===== src/rtl/cdt_pkg.sv =====
package cdt_pkg;
  typedef enum logic [2:0] {
    OP_LOAD  = 3'd0,
    OP_START = 3'd1,
    OP_STOP  = 3'd2,
    OP_READ  = 3'd3,
    OP_QMODE = 3'd4,
    OP_IEN   = 3'd5,
    OP_IDIS  = 3'd6,
    OP_ICLR  = 3'd7
  } op_e;

  typedef struct packed {
    logic load;
    logic start;
    logic stop;
    logic read;
    logic qmode;
    logic ien;
    logic idis;
    logic iclr;
  } cmd_t;
endpackage


===== src/rtl/cdt_ctrl.sv =====
module cdt_ctrl
  import cdt_pkg::*;
#(
  parameter int CNT_W = 8
) (
  input  logic             clk,
  input  logic             rst,
  input  logic             cmd_valid,
  input  logic [2:0]       cmd_op,
  input  logic [CNT_W-1:0] cur_count,
  output cmd_t             cmd,
  output logic             running,
  output logic [CNT_W-1:0] rd_data,
  output logic             rd_valid
);
  always_comb begin
    cmd = '0;
    if (cmd_valid) begin
      unique case (op_e'(cmd_op))
        OP_LOAD:  cmd.load  = 1'b1;
        OP_START: cmd.start = 1'b1;
        OP_STOP:  cmd.stop  = 1'b1;
        OP_READ:  cmd.read  = 1'b1;
        OP_QMODE: cmd.qmode = 1'b1;
        OP_IEN:   cmd.ien   = 1'b1;
        OP_IDIS:  cmd.idis  = 1'b1;
        OP_ICLR:  cmd.iclr  = 1'b1;
        default:  cmd = '0;
      endcase
    end
  end

  always_ff @(posedge clk) begin
    if (rst) begin
      running  <= 1'b0;
      rd_data  <= '0;
      rd_valid <= 1'b0;
    end else begin
      if (cmd.start)
        running <= 1'b1;
      else if (cmd.stop)
        running <= 1'b0;
      rd_valid <= cmd.read;
      if (cmd.read)
        rd_data <= cur_count;
    end
  end

  AST_RD_PULSE: assert property (@(posedge clk) disable iff (rst)
    cmd.read |=> rd_valid && rd_data == $past(cur_count));
  AST_STOP_HALTS: assert property (@(posedge clk) disable iff (rst)
    cmd.stop |=> !running);
endmodule


===== src/rtl/cdt_prescaler.sv =====
module cdt_prescaler #(
  parameter int DIV = 32
) (
  input  logic clk,
  input  logic rst,
  input  logic clear,
  input  logic enable,
  output logic tick
);
  localparam int PRE_W = (DIV > 1) ? $clog2(DIV) : 1;
  localparam logic [PRE_W-1:0] LAST = PRE_W'(DIV - 1);

  logic [PRE_W-1:0] pre;

  assign tick = enable && !clear && (pre == LAST);

  always_ff @(posedge clk) begin
    if (rst || clear)
      pre <= '0;
    else if (enable) begin
      if (pre == LAST)
        pre <= '0;
      else
        pre <= pre + 1'b1;
    end
  end

  AST_PRE_BOUND: assert property (@(posedge clk) disable iff (rst)
    pre <= LAST);
  AST_PRE_CLEAR: assert property (@(posedge clk) disable iff (rst)
    clear |=> pre == '0);
  AST_PRE_IDLE: assert property (@(posedge clk) disable iff (rst)
    !enable && !clear |=> $stable(pre));
endmodule


===== src/rtl/cdt_counter.sv =====
module cdt_counter #(
  parameter int CNT_W = 8
) (
  input  logic             clk,
  input  logic             rst,
  input  logic             load,
  input  logic [CNT_W-1:0] load_val,
  input  logic             tick,
  output logic [CNT_W-1:0] count,
  output logic             evt
);
  localparam logic [CNT_W-1:0] ONE = CNT_W'(1);

  logic [CNT_W-1:0] reload;

  assign evt = tick && !load && (count <= ONE);

  always_ff @(posedge clk) begin
    if (rst) begin
      count  <= '0;
      reload <= '0;
    end else if (load) begin
      count  <= load_val;
      reload <= load_val;
    end else if (tick) begin
      if (count <= ONE)
        count <= reload;
      else
        count <= count - ONE;
    end
  end

  AST_LOAD_BOTH: assert property (@(posedge clk) disable iff (rst)
    load |=> count == $past(load_val) && reload == $past(load_val));
  AST_RELOAD_AT_END: assert property (@(posedge clk) disable iff (rst)
    evt |=> count == $past(reload));
  AST_COUNT_HOLD: assert property (@(posedge clk) disable iff (rst)
    !tick && !load |=> $stable(count));
endmodule


===== src/rtl/cdt_events.sv =====
module cdt_events
  import cdt_pkg::*;
(
  input  logic clk,
  input  logic rst,
  input  logic evt,
  input  cmd_t cmd,
  output logic q_out,
  output logic irq
);
  logic qmode, pend, ien;
  logic pend_n, ien_n;

  always_comb begin
    pend_n = (pend && !cmd.iclr) || (evt && !qmode);
    if (cmd.ien)
      ien_n = 1'b1;
    else if (cmd.idis)
      ien_n = 1'b0;
    else
      ien_n = ien;
  end

  always_ff @(posedge clk) begin
    if (rst) begin
      qmode <= 1'b0;
      pend  <= 1'b0;
      ien   <= 1'b0;
      q_out <= 1'b0;
      irq   <= 1'b0;
    end else begin
      if (cmd.stop)
        qmode <= 1'b0;
      else if (cmd.qmode)
        qmode <= 1'b1;
      if (evt && qmode)
        q_out <= !q_out;
      pend <= pend_n;
      ien  <= ien_n;
      irq  <= pend_n && ien_n;
    end
  end

  AST_IRQ_GATED: assert property (@(posedge clk) disable iff (rst)
    irq |-> pend && ien);
  AST_Q_STILL: assert property (@(posedge clk) disable iff (rst)
    !(evt && qmode) |=> $stable(q_out));
  AST_TOGGLE_NO_PEND: assert property (@(posedge clk) disable iff (rst)
    evt && qmode && !pend |=> !pend);
  AST_EVT_WINS: assert property (@(posedge clk) disable iff (rst)
    evt && !qmode |=> pend);
endmodule


===== src/rtl/cycle_countdown_timer.sv =====
module cycle_countdown_timer
  import cdt_pkg::*;
#(
  parameter int CNT_W = 8,
  parameter int DIV   = 32
) (
  input  logic             clk,
  input  logic             rst,
  input  logic             mc_strobe,
  input  logic             cmd_valid,
  input  logic [2:0]       cmd_op,
  input  logic [CNT_W-1:0] cmd_data,
  output logic [CNT_W-1:0] rd_data,
  output logic             rd_valid,
  output logic             q_out,
  output logic             irq
);
  cmd_t             cmd;
  logic             running;
  logic             tick;
  logic             evt;
  logic [CNT_W-1:0] count;

  cdt_ctrl #(.CNT_W(CNT_W)) u_ctrl (
    .clk       (clk),
    .rst       (rst),
    .cmd_valid (cmd_valid),
    .cmd_op    (cmd_op),
    .cur_count (count),
    .cmd       (cmd),
    .running   (running),
    .rd_data   (rd_data),
    .rd_valid  (rd_valid)
  );

  cdt_prescaler #(.DIV(DIV)) u_pre (
    .clk    (clk),
    .rst    (rst),
    .clear  (cmd.load || cmd.start),
    .enable (running && mc_strobe),
    .tick   (tick)
  );

  cdt_counter #(.CNT_W(CNT_W)) u_cnt (
    .clk      (clk),
    .rst      (rst),
    .load     (cmd.load),
    .load_val (cmd_data),
    .tick     (tick),
    .count    (count),
    .evt      (evt)
  );

  cdt_events u_evt (
    .clk   (clk),
    .rst   (rst),
    .evt   (evt),
    .cmd   (cmd),
    .q_out (q_out),
    .irq   (irq)
  );

  AST_NO_TICK_STOPPED: assert property (@(posedge clk) disable iff (rst)
    !running |-> !tick);
endmodule


===== config.mk =====
export PLATFORM = sky130hd
export DESIGN_NAME = cycle_countdown_timer
export DESIGN_NICKNAME = d
export VERILOG_FILES = /design/src/rtl/cdt_pkg.sv /design/src/rtl/cdt_ctrl.sv /design/src/rtl/cdt_prescaler.sv /design/src/rtl/cdt_counter.sv /design/src/rtl/cdt_events.sv /design/src/rtl/cycle_countdown_timer.sv
export SDC_FILE = /design/constraint.sdc
export NUM_CORES = 1
export LEC_CHECK = 0
export BUFFER_PORTS_ARGS = -buffer_cell sky130_fd_sc_hd__buf_2
export CAP_MARGIN = 10
export CORE_MARGIN = 4
export CORE_UTILIZATION = 40
export DETAILED_ROUTE_END_ITERATION = 6
export PLACE_DENSITY_LB_ADDON = 0.3
export SYNTH_ARGS = -nofsm -noshare
export SYNTH_HDL_FRONTEND = slang
export SYNTH_SLANG_ARGS = --single-unit

===== constraint.sdc =====
create_clock -name clk -period 2.3 [get_ports clk]
set_clock_uncertainty 0.2 [all_clocks]
set_input_delay 0.46 -clock clk [delete_from_list [all_inputs] [get_ports clk]]
set_output_delay 0.46 -clock clk [all_outputs]
set_load 0.005 [all_outputs]

# Word level (Yosys, flattened, before mapping)
# Cells that the tools add are included.
dict set report classes {
  n_addsub 2
  n_lt_le_gt_ge 1
  n_eq_ne 8
  muxes 17
  reduce_logical 21
}
# cell n
set op_table {}
lappend op_table {{$mux W8} 4}
lappend op_table {{$eq A3 B3 Y1 const B} 4}
lappend op_table {{$mux W1} 12}
lappend op_table {{$logic_and A1 B1 Y1} 9}
lappend op_table {{$le A8 B1 Y1 const B} 1}
lappend op_table {{$sub A8 B1 Y8 const B} 1}
lappend op_table {{$eq A3 B2 Y1 const B} 2}
lappend op_table {{$add A5 B1 Y5 const B} 1}
lappend op_table {{$eq A5 B5 Y1 const B} 1}
lappend op_table {{$logic_not A1 Y1} 5}
lappend op_table {{$mux W5} 1}
lappend op_table {{$reduce_bool A2 Y1} 2}
lappend op_table {{$eq A3 B1 Y1 const B} 1}
lappend op_table {{$logic_not A3 Y1} 1}
lappend op_table {{$logic_or A1 B1 Y1} 3}
lappend op_table {{$reduce_or A2 Y1} 1}
dict set report totals {
  register_bits 36
  out_inout_bits 11
  elab_cells 60
}

# Longest topological paths before layout
dict set report logic_depth {
  depth_word 12
  depth_mapped 8
  ltp_nobuf 7
}

# Modules after synthesis
# A second synthesis with hierarchy kept.
dict set report unflattened {
  hier_cells 196
  hier_area_um2 1810.5
}
# mod instances cells_per_inst area_each_um2 seq_area_each_um2
set modules_own_cells {}
lappend modules_own_cells {cdt_counter 1 99 872.1 320.3}
lappend modules_own_cells {cdt_ctrl 1 53 505.5 200.2}
lappend modules_own_cells {cdt_prescaler 1 25 241.5 100.1}
lappend modules_own_cells {cdt_events 1 17 178.9 100.1}
lappend modules_own_cells {cycle_countdown_timer 1 2 12.5 0.0}

# Least setup slack after synthesis
# OpenSTA, ideal clock, no wires.
dict set report synth_path {
  path_type {flip-flop to flip-flop}
  from {reg u_cnt.count[2]}
  to {reg u_cnt.count[4]}
  setup_ns 0.091
  arrival_time_ns 2.048
  required_time_ns 2.009
  path_slack_ns -0.039
  stages_incl_launch_ff 8
  cell_sequence {dfxtp_1 -> buf_6 -> or4_4 -> or4_4 -> buf_6 -> mux2_2 -> nor2_1 -> a311oi_1}
}
dict set report synth_via {
  elab_chain_len 4
  elab_cells_between_ends 5
  cone_classes {1 x add/sub; 1 x order compare; 3 x mux}
}
# element line
set synth_rtl {}
lappend synth_rtl {{from (decl)} cdt_counter.sv:9} ;# output logic [CNT_W-1:0] count,
lappend synth_rtl {{from (signal assigned)} cdt_counter.sv:23} ;# count <= load_val;
lappend synth_rtl {{from (signal assigned)} cdt_counter.sv:27} ;# count <= reload;
lappend synth_rtl {{from (signal assigned)} cdt_counter.sv:29} ;# count <= count - ONE;
lappend synth_rtl {{$sub A8 B1 Y8 or $le A8 B1 Y1 (tied branches)} {cdt_counter.sv:29, cdt_counter.sv:26}}
lappend synth_rtl {{$mux W8 (*)} cdt_counter.sv:26} ;# if (count <= ONE)
lappend synth_rtl {{$mux W8 (*)} cdt_counter.sv:25} ;# end else if (tick) begin
lappend synth_rtl {{$mux W8 (*)} cdt_counter.sv:22} ;# end else if (load) begin
# Every way passes the cells marked *; elsewhere a longest branch is shown, timed or not. The select of a mux whose other input is x is not followed.
# A chain may end at the register's enable or synchronous reset.

# Final worst setup path
dict set report layout_path {
  from {reg u_cnt.count[3]}
  to {reg u_cnt.count[2]}
}
dict set report layout_via {
  elab_chain_len 4
}
# element line
set layout_rtl {}
lappend layout_rtl {{$le A8 B1 Y1} cdt_counter.sv:26}
lappend layout_rtl {{$mux W8} cdt_counter.sv:26}
lappend layout_rtl {{$mux W8} cdt_counter.sv:25}
lappend layout_rtl {{$mux W8} cdt_counter.sv:22}
# No other way between the ends. The select of a mux whose other input is x is not followed.

==> metrics.txt <==
Tightest Pin Transition=about 550 ps; total CTS buffers=5; post-synth cell types=36; Relative slew margins=0.633; Compound-Gate Fraction of Synth Area=0.208; R2R Path End=u_cnt.count[2]; FF-to-FF Start=u_cnt.count[3]; antenna cell count=0; grt ovf=0; multiplexer share of the synthesized area=0.0203; vias in the first global route=between 1000 and 1500; Synth Area in Adders=0.0301; status=finished, final reports clean; Clock transition at path regs=approximately 70 ps; first-pass GRT wire length=6340 um; Die Area=roughly 0.0053 mm^2; share of cells above drive strength 1=0.222; CTS tree=built; sequential share of the synthesized area=0.433; First-pass DRT Iterations=4; Hold Path Depth=3; clock sink count=36; CP Launch Type=flip-flop; Syn Area/Cell=~8 um^2; Critical Path RT=between 2000 and 2500 ps; largest net degree at the start of global routing=23; antenna-violating nets left=0; post-route insts no fill=293; Synth Area in XOR/XNOR=0.0263; P_leak=0.000776 uW; RSZ-0062 raised after global routing=true; CP arrival=between 2000 and 2500 ps; nets=between 200 and 300; Max Transition Viols Final=0; Final Instance Area=0.00198 mm^2; worst hold-check path type=input pin to flip-flop; Final Critical Period=between 2000 and 2500 ps; largest vdd supply drop=~0.37 mV; Root Buffer=clkbuf_8; yosys warns=0; DRC=0; Final Setup Violations=0; Worst setup EP type=flip-flop; post-synthesis register bit count=36; Top-Level Pins=26; I/O Buffers=25; DP Wirelength=around 2500 um; hold_sp=cmd_data[0]; H-Tree Depth=2; maximum clock rate=roughly 0.44 GHz; Clock Path Buffers=2; Fillers=slightly above 400; WHS=225 ps; Placed Cells=282; # Max-Cap Violations=0; GP Congestion=approximately 0.79; area grow syn2layout=19.2%; gr usage total=0.153; die height=just over 70 um; Starting Density=0.416; worst-path maximum fanout=6; Placed Area=around 0.0019 mm^2; wire per inst=between 10 and 15 um; R2R setup slack=roughly 24 ps; Net Count, Synth=between 200 and 250; Final Core Density=0.496; worst skew pair latency=~290 ps; DR vias/cell=between 5 and 6; routed vias=1503; drt total wl=around 3700 um; largest family of logic cells by synthesized area=simple AND/OR/NAND/NOR gates; cells after synthesis=between 200 and 250; Die W=72.5 um; CTS hold repair buffers=0; cell row count=23; total power per unit cell area=606 mW/mm^2; Netlist Area Pre-Place=0.00166 mm^2; initial antenna violation count=0; Core Region=~0.004 mm^2; crit share post-route=0.989; final hold vios=0; FF-to-FF path depth=5; Iteration-0 DRC Markers=51; simple-gate share of the synthesized area=0.240; Hold Path End=u_cnt.reload[0]; worst setup path class=flip-flop to flip-flop
layout by cell type, fill, tap and decap left out, drive strengths merged:
| master | n |
|---|---|
| nor4b | 1 |
| a211o | 3 |
| and2b | 1 |
| nor3b | 1 |
| clkinv | 1 |
| a21oi | 27 |
| buf | 39 |
| a31oi | 5 |
| nand3 | 3 |
| xnor2 | 2 |
| or4 | 2 |
| a311oi | 3 |
| nand2b | 2 |
| a211oi | 2 |
| o32ai | 1 |
| nor2b | 2 |
| xor2 | 3 |
| mux2 | 3 |
| o21ai | 9 |
| o21bai | 1 |
| and3 | 1 |
| nor2 | 20 |
| clkbuf | 6 |
| ha | 4 |
| or3 | 2 |
| nand4 | 1 |
| and2 | 1 |
| dfxtp | 36 |
| o22ai | 1 |
| inv | 4 |
| o211ai | 1 |
| nor3 | 9 |
| a21o | 1 |
| o21a | 2 |
| nand2 | 43 |
flip-flops by register name (all words and copies together), names as in the netlist:
| register | count |
|---|---|
| u_ctrl.running | 1 |
| u_ctrl.rd_valid | 1 |
| u_evt.irq | 1 |
| u_ctrl.rd_data | 8 |
| u_evt.pend | 1 |
| u_pre.pre | 5 |
| u_evt.q_out | 1 |
| u_evt.qmode | 1 |
| u_cnt.reload | 8 |
| u_evt.ien | 1 |
| u_cnt.count | 8 |
worst max path at each step:
stage | from | endpoint | slack, ps
finish | u_cnt.count[3] | u_cnt.count[2] | 20
global route | u_cnt.count[3] | u_cnt.count[2] | -40
CTS | u_cnt.count[2] | u_evt.irq | 40
detailed placement | u_cnt.count[2] | u_evt.irq | 50
global placement | u_cnt.count[2] | u_evt.irq | 70
floorplan | u_cnt.count[2] | u_cnt.count[4] | 30
through the flow:
stage	setup slack (ps)	power [uW]	TNS, ps
floorplan	26.8	748	0
global placement	68.5	780	0
detailed placement	54.6	782	0
CTS	40.9	1200	0
global route	-41.6	1260	-144
finish	24.4	1200	0
Yosys cell counts:
cell,n,area share
a21oi_2,1,0.0053
a211oi_2,2,0.015
nor2_1,20,0.045
o21bai_1,1,0.0045
ha_1,4,0.030
nor4b_1,1,0.0053
dfxtp_1,36,0.43
mux2_2,3,0.020
a211o_1,3,0.016
nor3_1,9,0.027
a21oi_1,26,0.078
clkbuf_1,8,0.018
buf_6,2,0.014
nand4_1,1,0.0038
o22ai_1,1,0.0038
o32ai_1,1,0.0053
nand3_1,3,0.0090
or3_1,2,0.0075
o21a_1,2,0.0090
nand2_1,43,0.097
and2b_1,1,0.0045
inv_1,4,0.0090
a311oi_1,3,0.016
o21ai_0,9,0.027
and3_1,1,0.0038
a21o_1,1,0.0045
nor2b_1,2,0.0075
nand2b_1,2,0.0075
xnor2_1,2,0.011
nor3b_1,1,0.0045
xor2_1,3,0.016
o211ai_1,1,0.0045
buf_1,1,0.0023
and2_1,1,0.0038
a31oi_1,5,0.019
or4_4,2,0.014
power by group:
| part | internal [uW] | total (uW) | leakage [uW] | switching (uW) |
|---|---|---|---|---|
| sequential | 634 | 642 | 0.000291 | 8.27 |
| combinational | 68.4 | 145 | 0.000444 | 76.9 |
| clock | 206 | 416 | 0.0000410 | 210 |
critical path: stages, from the launching register on:
cell and delay, ps:
dfxtp_1 310, or4_4 540, or4_4 550, buf_6 160, a211o_1 260, a211oi_2 180
kinds of logic after synthesis:
group | count (synthesis)
AND/OR/NAND/NOR | 89
AO/OA/AOI/OAI | 56
flip-flops | 36
buffers and inverters | 15
XOR/XNOR | 5
adder cells (fa/ha/maj) | 4
multiplexers | 3
cell type report:
class	count	area, um^2	share of cell area
Clock buffer	6	72.6	0.0366
Clock inverter	1	5.00	0.00252
Inverter	4	15.0	0.00757
Multi-Input combinational cell	157	875	0.441
Sequential cell	36	721	0.363
Tap cell	50	62.6	0.0315
Timing Repair Buffer	39	234	0.118
layer usage:
layer / wire length [um] / GRT usage
met1: 1770 / 0.191
met2: 1700 / 0.249
met3: 192 / 0.0457
met4: 51 / 0.0574
met5: 0 / 0
repair_timing:
action                                  4_1_cts  5_1_grt
buffers inserted                              0        4
endpoints found under the setup margin        0        3
gates resized for setup                       0        4
Note: power is estimated with default switching activity, not from simulation.
